$ cat src/rtl/bl_cfg_pkg.sv
package bl_cfg_pkg;
  localparam int CODE_W  = 5;
  localparam int NUM_LDO = 2;
  localparam int NUM_LED = 4;

  localparam logic [6:0] DEV_ADDR = 7'h54;
  localparam logic [2:0] FN_LDO   = 3'b001;
  localparam logic [2:0] FN_LED   = 3'b010;

  typedef enum logic [1:0] {
    PH_IDLE = 2'd0,
    PH_RX   = 2'd1,
    PH_ACK  = 2'd2
  } phase_t;
endpackage

$ cat src/rtl/bl_bus_filt.sv
module bl_bus_filt (
  input  logic clk,
  input  logic rst_n,
  input  logic din,
  output logic dout
);
  logic [1:0] sync_q;
  logic [2:0] hist_q;
  logic       agree;

  assign agree = (hist_q == 3'b111) || (hist_q == 3'b000);

  always_ff @(posedge clk or negedge rst_n) begin
    if (!rst_n) begin
      sync_q <= 2'b11;
      hist_q <= 3'b111;
      dout   <= 1'b1;
    end else begin
      sync_q <= {sync_q[0], din};
      hist_q <= {hist_q[1:0], sync_q[1]};
      if (agree) dout <= hist_q[0];
    end
  end
endmodule

$ cat src/rtl/bl_hold_timer.sv
module bl_hold_timer #(
  parameter int CYC = 1000
) (
  input  logic clk,
  input  logic rst_n,
  input  logic chip_en,
  input  logic scl_f,
  input  logic sda_f,
  input  logic start_det,
  output logic hit,
  output logic shutdown
);
  localparam int W = $clog2(CYC + 1);

  logic [W-1:0] cnt_q, cnt_d;
  logic         hit_d, shdn_d;
  logic         both_low;

  assign both_low = chip_en && !scl_f && !sda_f;

  always_comb begin
    cnt_d = cnt_q;
    if (!both_low)                    cnt_d = '0;
    else if (cnt_q != W'(CYC))        cnt_d = cnt_q + 1'b1;
    hit_d = both_low && (cnt_q == W'(CYC - 1));
    shdn_d = shutdown;
    if (!chip_en)      shdn_d = 1'b0;
    else if (hit)      shdn_d = 1'b1;
    else if (start_det) shdn_d = 1'b0;
  end

  always_ff @(posedge clk or negedge rst_n) begin
    if (!rst_n) begin
      cnt_q    <= '0;
      hit      <= 1'b0;
      shutdown <= 1'b0;
    end else begin
      cnt_q    <= cnt_d;
      hit      <= hit_d;
      shutdown <= shdn_d;
    end
  end
endmodule

$ cat src/rtl/bl_i2c_wr.sv
module bl_i2c_wr
  import bl_cfg_pkg::*;
(
  input  logic       clk,
  input  logic       rst_n,
  input  logic       chip_en,
  input  logic       abort,
  input  logic       scl_f,
  input  logic       sda_f,
  output logic       start_det,
  output logic       sda_oe,
  output logic       commit,
  output logic [7:0] sub_q,
  output logic [7:0] data_q
);
  phase_t     ph_q, ph_d;
  logic [1:0] idx_q, idx_d;
  logic [3:0] bit_q, bit_d;
  logic [7:0] sh_q, sh_d, sub_d, data_d;
  logic       scl_p, sda_p, oe_d, commit_d;
  logic       stop_det, rise, fall, ack_ok, sub_ok;

  assign start_det = scl_f && scl_p && sda_p && !sda_f;
  assign stop_det  = scl_f && scl_p && !sda_p && sda_f;
  assign rise      = scl_f && !scl_p;
  assign fall      = !scl_f && scl_p;

  assign sub_ok = (sh_q[7:5] == FN_LED) ||
                  ((sh_q[7:5] == FN_LDO) && (int'(sh_q[3:1]) < NUM_LDO));

  always_comb begin
    case (idx_q)
      2'd0:    ack_ok = (sh_q == {DEV_ADDR, 1'b0});
      2'd1:    ack_ok = sub_ok;
      default: ack_ok = 1'b1;
    endcase
  end

  always_comb begin
    ph_d = ph_q; idx_d = idx_q; bit_d = bit_q; sh_d = sh_q;
    sub_d = sub_q; data_d = data_q; oe_d = sda_oe; commit_d = 1'b0;
    if (!chip_en || abort) begin
      ph_d = PH_IDLE; oe_d = 1'b0;
    end else if (start_det) begin
      ph_d = PH_RX; idx_d = 2'd0; bit_d = 4'd0; oe_d = 1'b0;
    end else if (stop_det) begin
      ph_d = PH_IDLE; oe_d = 1'b0;
    end else begin
      case (ph_q)
        PH_RX: begin
          if (rise && bit_q != 4'd8) begin
            sh_d  = {sh_q[6:0], sda_f};
            bit_d = bit_q + 4'd1;
          end else if (fall && bit_q == 4'd8) begin
            if (ack_ok) begin
              ph_d = PH_ACK; oe_d = 1'b1;
              if (idx_q == 2'd1) sub_d  = sh_q;
              if (idx_q == 2'd2) data_d = sh_q;
            end else begin
              ph_d = PH_IDLE;
            end
          end
        end
        PH_ACK: begin
          if (fall) begin
            oe_d = 1'b0;
            if (idx_q == 2'd2) begin
              commit_d = 1'b1; ph_d = PH_IDLE;
            end else begin
              idx_d = idx_q + 2'd1; bit_d = 4'd0; ph_d = PH_RX;
            end
          end
        end
        default: ;
      endcase
    end
  end

  always_ff @(posedge clk or negedge rst_n) begin
    if (!rst_n) begin
      ph_q <= PH_IDLE; idx_q <= '0; bit_q <= '0; sh_q <= '0;
      sub_q <= '0; data_q <= '0; sda_oe <= 1'b0; commit <= 1'b0;
      scl_p <= 1'b1; sda_p <= 1'b1;
    end else begin
      ph_q <= ph_d; idx_q <= idx_d; bit_q <= bit_d; sh_q <= sh_d;
      sub_q <= sub_d; data_q <= data_d; sda_oe <= oe_d; commit <= commit_d;
      scl_p <= scl_f; sda_p <= sda_f;
    end
  end
endmodule

$ cat src/rtl/bl_cfg_bank.sv
module bl_cfg_bank
  import bl_cfg_pkg::*;
(
  input  logic                      clk,
  input  logic                      rst_n,
  input  logic                      clear,
  input  logic                      commit,
  input  logic [7:0]                sub,
  input  logic [7:0]                data,
  output logic [NUM_LDO-1:0]        ldo_en,
  output logic [NUM_LDO*CODE_W-1:0] ldo_code,
  output logic [NUM_LED-1:0]        led_en,
  output logic [CODE_W-1:0]         led_code
);
  for (genvar k = 0; k < NUM_LDO; k++) begin : g_ldo
    logic              en_q;
    logic [CODE_W-1:0] code_q;
    logic              wr;
    assign wr = commit && (sub[7:5] == FN_LDO) && (sub[3:1] == 3'(k));
    always_ff @(posedge clk or negedge rst_n) begin
      if (!rst_n) begin
        en_q <= 1'b0; code_q <= '0;
      end else if (clear) begin
        en_q <= 1'b0; code_q <= '0;
      end else if (wr) begin
        en_q <= sub[0]; code_q <= data[CODE_W-1:0];
      end
    end
    assign ldo_en[k] = en_q;
    assign ldo_code[k*CODE_W +: CODE_W] = code_q;
  end

  logic led_wr;
  assign led_wr = commit && (sub[7:5] == FN_LED);

  always_ff @(posedge clk or negedge rst_n) begin
    if (!rst_n) begin
      led_en <= '0; led_code <= '0;
    end else if (clear) begin
      led_en <= '0; led_code <= '0;
    end else if (led_wr) begin
      led_en <= sub[NUM_LED-1:0]; led_code <= data[CODE_W-1:0];
    end
  end
endmodule

$ cat src/rtl/bl_cfg_slave.sv
module bl_cfg_slave
  import bl_cfg_pkg::*;
#(
  parameter int CLK_KHZ = 125000,
  parameter int SHDN_US = 1000
) (
  input  logic                      clk,
  input  logic                      rst_n,
  input  logic                      chip_en,
  input  logic                      scl_in,
  input  logic                      sda_in,
  output logic                      sda_oe,
  output logic [NUM_LDO-1:0]        ldo_en,
  output logic [NUM_LDO*CODE_W-1:0] ldo_code,
  output logic [NUM_LED-1:0]        led_en,
  output logic [CODE_W-1:0]         led_code,
  output logic                      shutdown
);
  localparam int SHDN_CYC = CLK_KHZ * SHDN_US / 1000;

  logic [1:0] raw, filt;
  logic       scl_f, sda_f, start_det, shdn_hit, commit;
  logic [7:0] sub_q, data_q;

  assign raw = {scl_in, sda_in};
  for (genvar i = 0; i < 2; i++) begin : g_line
    bl_bus_filt u_filt (.clk(clk), .rst_n(rst_n), .din(raw[i]), .dout(filt[i]));
  end
  assign scl_f = filt[1];
  assign sda_f = filt[0];

  bl_hold_timer #(.CYC(SHDN_CYC)) u_timer (
    .clk(clk), .rst_n(rst_n), .chip_en(chip_en), .scl_f(scl_f), .sda_f(sda_f),
    .start_det(start_det), .hit(shdn_hit), .shutdown(shutdown)
  );

  bl_i2c_wr u_proto (
    .clk(clk), .rst_n(rst_n), .chip_en(chip_en), .abort(shdn_hit),
    .scl_f(scl_f), .sda_f(sda_f), .start_det(start_det), .sda_oe(sda_oe),
    .commit(commit), .sub_q(sub_q), .data_q(data_q)
  );

  bl_cfg_bank u_bank (
    .clk(clk), .rst_n(rst_n), .clear(!chip_en || shdn_hit), .commit(commit),
    .sub(sub_q), .data(data_q), .ldo_en(ldo_en), .ldo_code(ldo_code),
    .led_en(led_en), .led_code(led_code)
  );
endmodule

$ cat config.mk
export PLATFORM = sky130hd
export DESIGN_NAME = bl_cfg_slave
export DESIGN_NICKNAME = d
export VERILOG_FILES = /design/src/rtl/bl_cfg_pkg.sv /design/src/rtl/bl_bus_filt.sv /design/src/rtl/bl_hold_timer.sv /design/src/rtl/bl_i2c_wr.sv /design/src/rtl/bl_cfg_bank.sv /design/src/rtl/bl_cfg_slave.sv
export SDC_FILE = /design/constraint.sdc
export NUM_CORES = 1
export LEC_CHECK = 0
export BUFFER_PORTS_ARGS = -buffer_cell sky130_fd_sc_hd__buf_4
export CAP_MARGIN = 20
export CORE_MARGIN = 8
export CORE_UTILIZATION = 35
export CTS_CLUSTER_SIZE = 30
export DETAILED_ROUTE_END_ITERATION = 10
export GPL_TIMING_DRIVEN = 0
export SYNTH_ARGS = -nofsm -noshare
export SYNTH_HDL_FRONTEND = slang
export SYNTH_SLANG_ARGS = --single-unit
export TNS_END_PERCENT = 5
$ cat constraint.sdc
create_clock -name clk -period 2.67 [get_ports clk]
set_input_delay 0.6675 -clock clk [delete_from_list [all_inputs] [get_ports clk]]
set_output_delay 0.6675 -clock clk [all_outputs]
set_load 0.01 [all_outputs]
==> metrics.md <==
| Metric | Value |
|---|---|
| Mapped cell area | `3780 sq um` |
| Initial DRC count | `178` |
| Setup violators final | `0` |
| Cts bufs inserted | `9` |
| Worst slew pin tran | `1000 ps` |
| CP Max Fanout | `7` |
| Reg2Reg Capture Point | `u_proto.sub_q[3]$_DFFE_PN0P_` |
| Arr. time, crit path | `2740 ps` |
| Initial antenna violation count | `0` |
| GRT Residual Overflow | `0` |
| Largest stage delay on the critical path | `530 ps` |
| EDFF count, synth | `0` |
| Top_reg_cell synth | `dfrtp_1` |
| Dpl cells | `498` |
| ANT nets after route | `0` |
| Vias in the first global route | `2517` |
| Slew Limit Fails | `0` |
| Resized cells post-CTS | `0` |
| Layout cells sized above 1 | `0.187` |
| Design area | `4380 sq um` |
| Die Ht | `120 um` |
| Clock Tree Root | `clkbuf_8` |
| Final Cycle Share | `0.937` |
| DRC viols | `0` |
| R2R depth | `8` |
| Vias | `2501` |
| Top cells by area, synth | `dfrtp_1, dfstp_2, mux2_1, mux2i_1, nor2_1` |
| Post-synth top area share | `0.463` |
| FILL cells | `1041` |
| HP Class | `in -> async` |
| Syn avg cell area | `11.4 sq um` |
| Clk Latency, worst-skew pair | `350 ps` |
| Power after layout | `2.75 mW` |
| Bufs and invs on worst path | `2` |
| Post-Layout Cell Count | `515` |
| Synth cell types | `46` |
| Final Wtd Congestion | `0.800` |
| GRT Total Usage | `0.107` |
| Die area | `14400 sq um` |
| Setup tns final | `0 ps` |
| Area leader, netlist | `dfrtp_1` |
| Post-DP Area | `4160 sq um` |
| Final nets | `384` |
| Worst-path clk slew | `90 ps` |
| H-tree depth | `3` |
| VDD IR-drop max | `0.263 mV` |
| Area Growth Syn to Fin | `15.8%` |
| Final hold vios | `0` |
| Global-route wire length before repair | `12.5 mm` |
| Placed wire-length estimate | `4.90 mm` |
| Chip Width | `120 um` |
| Footprint of the multi-input gates | `1560 sq um` |
| Slew HR | `0.327` |
| Clock tree sinks | `84` |
| CTS max path bufs | `2` |
| F_max | `0.400 GHz` |
| FP Rows | `38` |
| Post-CTS setup buffers | `0` |
| Outcome | `finished, final reports clean` |
| Ant diodes | `0` |
| Crit-path cells | `inv_1, ha_1, or3b_1, o31ai_1, a31oi_1, or4_1, buf_4, mux2_4` |
| Drt total wl | `7.14 mm` |
| Post-Synthesis Net Count | `345` |
| Sequential fraction of the synthesis area | `0.561` |
| Crit path max-delay cell type | `or4_1` |
| FF-to-FF Start | `u_proto.idx_q[1]$_DFFE_PN0P_` |
| Asr flop ratio synth | `1.00` |
| Initial Util | `0.353` |
| Hold buffers post-CTS | `0` |
| Register bit total from synthesis | `84` |
| Most common cell in the netlist | `dfrtp_1` |
| Min Tclk post-route | `2500 ps` |
| Maxcap violations | `0` |
| TritonRoute pass-1 iters | `4` |
| Worst endpoint required time | `2900 ps` |
| P_leak | `1.97 nW` |
| # port buffers | `27` |
| Fin Clk Skew | `10.1 ps` |
| Largest net degree at the start of global routing | `85` |
| Ys Warns | `0` |
| DR WL/cell | `13.9 um` |
| Top post-synthesis cells by count | `dfrtp_1, nor2_1, nand2_1, a21oi_1, mux2_1` |
| CTS tree | `built` |
| Register-to-register setup slack | `170 ps` |
| Startpoint types | `register` |
| FF/Latch Area | `2120 sq um` |
| Boundary pin count | `28` |
| Unrepaired setup endpoints after global routing | `no` |
| Power Density | `629 nW/um^2` |
| Core Region | `10700 sq um` |
| Crit-path leading delay family | `simple AND/OR/NAND/NOR gates` |
| CP Class | `reg -> reg` |
| Synth Instances | `331` |
| DR vias/cell | `4.86` |
| CP endpoint kind | `register` |
power by group:
group          switching [mW]  internal, mW
Combinational           0.258         0.185
Sequential             0.0694          1.36
Clock                   0.453         0.432
cell families after synthesis:
kind of cell / synth area share
buf+inv: 0.0258
flops: 0.561
simple gates: 0.175
compound gates: 0.0642
xor+xnor: 0.0324
mux: 0.113
fa+ha+maj: 0.0298
cells in the final DEF (no fill, tap or decap), types with 3 or more instances in the layout:
master,netlist,layout
a21oi_1,17,17
a31oi_1,3,3
buf_4,3,30
clkbuf_1,7,8
clkbuf_8,0,9
dfrtp_1,70,70
dfstp_2,14,14
ha_1,9,9
inv_1,13,13
mux2_1,16,16
mux2_4,7,7
mux2i_1,14,14
nand2_1,30,30
nand2b_1,5,5
nand3_1,10,10
nand3b_1,3,3
nand4_1,4,4
nand4b_1,3,3
nor2_1,31,31
nor2b_1,5,5
nor3_1,6,6
o21ai_0,7,7
o21ai_1,4,4
or3_1,5,5
or3b_1,3,3
or4_1,4,4
xnor2_1,6,6
xor2_1,8,8
flip-flops by register name, indices dropped and copies added (netlist names):
register / count
u_proto.sub_q: 7
u_proto.scl_p: 1
u_timer.cnt_q: 17
u_proto.sh_q: 8
u_timer.hit: 1
u_bank.g_ldo.en_q: 2
u_proto.bit_q: 4
u_bank.led_en: 4
u_proto.sda_p: 1
u_bank.g_ldo.code_q: 10
u_proto.commit: 1
g_line.u_filt.hist_q: 6
u_proto.ph_q: 2
g_line.u_filt.dout: 2
u_bank.led_code: 5
u_proto.data_q: 5
u_proto.sda_oe: 1
u_proto.idx_q: 2
g_line.u_filt.sync_q: 4
u_timer.shutdown: 1
worst reg2reg max path, cell delays in order (launching register included):
cell     delay [ps]
dfrtp_1         390
inv_1           100
ha_1            230
or3b_1          360
o31ai_1          80
a31oi_1         210
or4_1           530
buf_4           190
mux2_4          300
metal layers:
metal  GRT usage  share of wire  up-vias
met4      0.0258         0.0092        0
li1            -              -     1238
met2       0.169           0.48       37
met3      0.0395          0.040        6
met1       0.136           0.47     1220
met5           0              0        -
worst max path at each step:
stage / to / cells after the start / slack, ps / startpoint
CTS: u_proto.sub_q[1]$_DFFE_PN0P_ / 8 / 170 / u_proto.idx_q[1]$_DFFE_PN0P_
finish: u_proto.sub_q[3]$_DFFE_PN0P_ / 8 / 170 / u_proto.idx_q[1]$_DFFE_PN0P_
global route: u_proto.data_q[3]$_DFFE_PN0P_ / 7 / 10 / u_proto.idx_q[1]$_DFFE_PN0P_
floorplan: u_proto.sub_q[0]$_DFFE_PN0P_ / 8 / 380 / u_proto.idx_q[1]$_DFFE_PN0P_
detailed placement: u_proto.sub_q[7]$_DFFE_PN0P_ / 8 / 200 / u_proto.idx_q[1]$_DFFE_PN0P_
global placement: u_proto.sub_q[1]$_DFFE_PN0P_ / 8 / 210 / u_proto.idx_q[1]$_DFFE_PN0P_
per-stage QoR:
step	hold slack [ps]	utilization	setup WS [ps]
floorplan	345	-	380
CTS	360	0.407	169
detailed placement	347	0.389	198
global placement	346	0.389	213
global route	119	0.409	13.9
finish	140	0.409	168
layout make-up:
cell class / instances / share of cell area
Sequential cell: 84 / 0.484
Multi-Input combinational cell: 224 / 0.357
Clock inverter: 6 / 0.0149
Buffer: 10 / 0.0111
Timing Repair Buffer: 28 / 0.0526
Clock buffer: 10 / 0.0291
Inverter: 13 / 0.0111
Tap cell: 140 / 0.0400
Power figures use the tool's default switching activity.
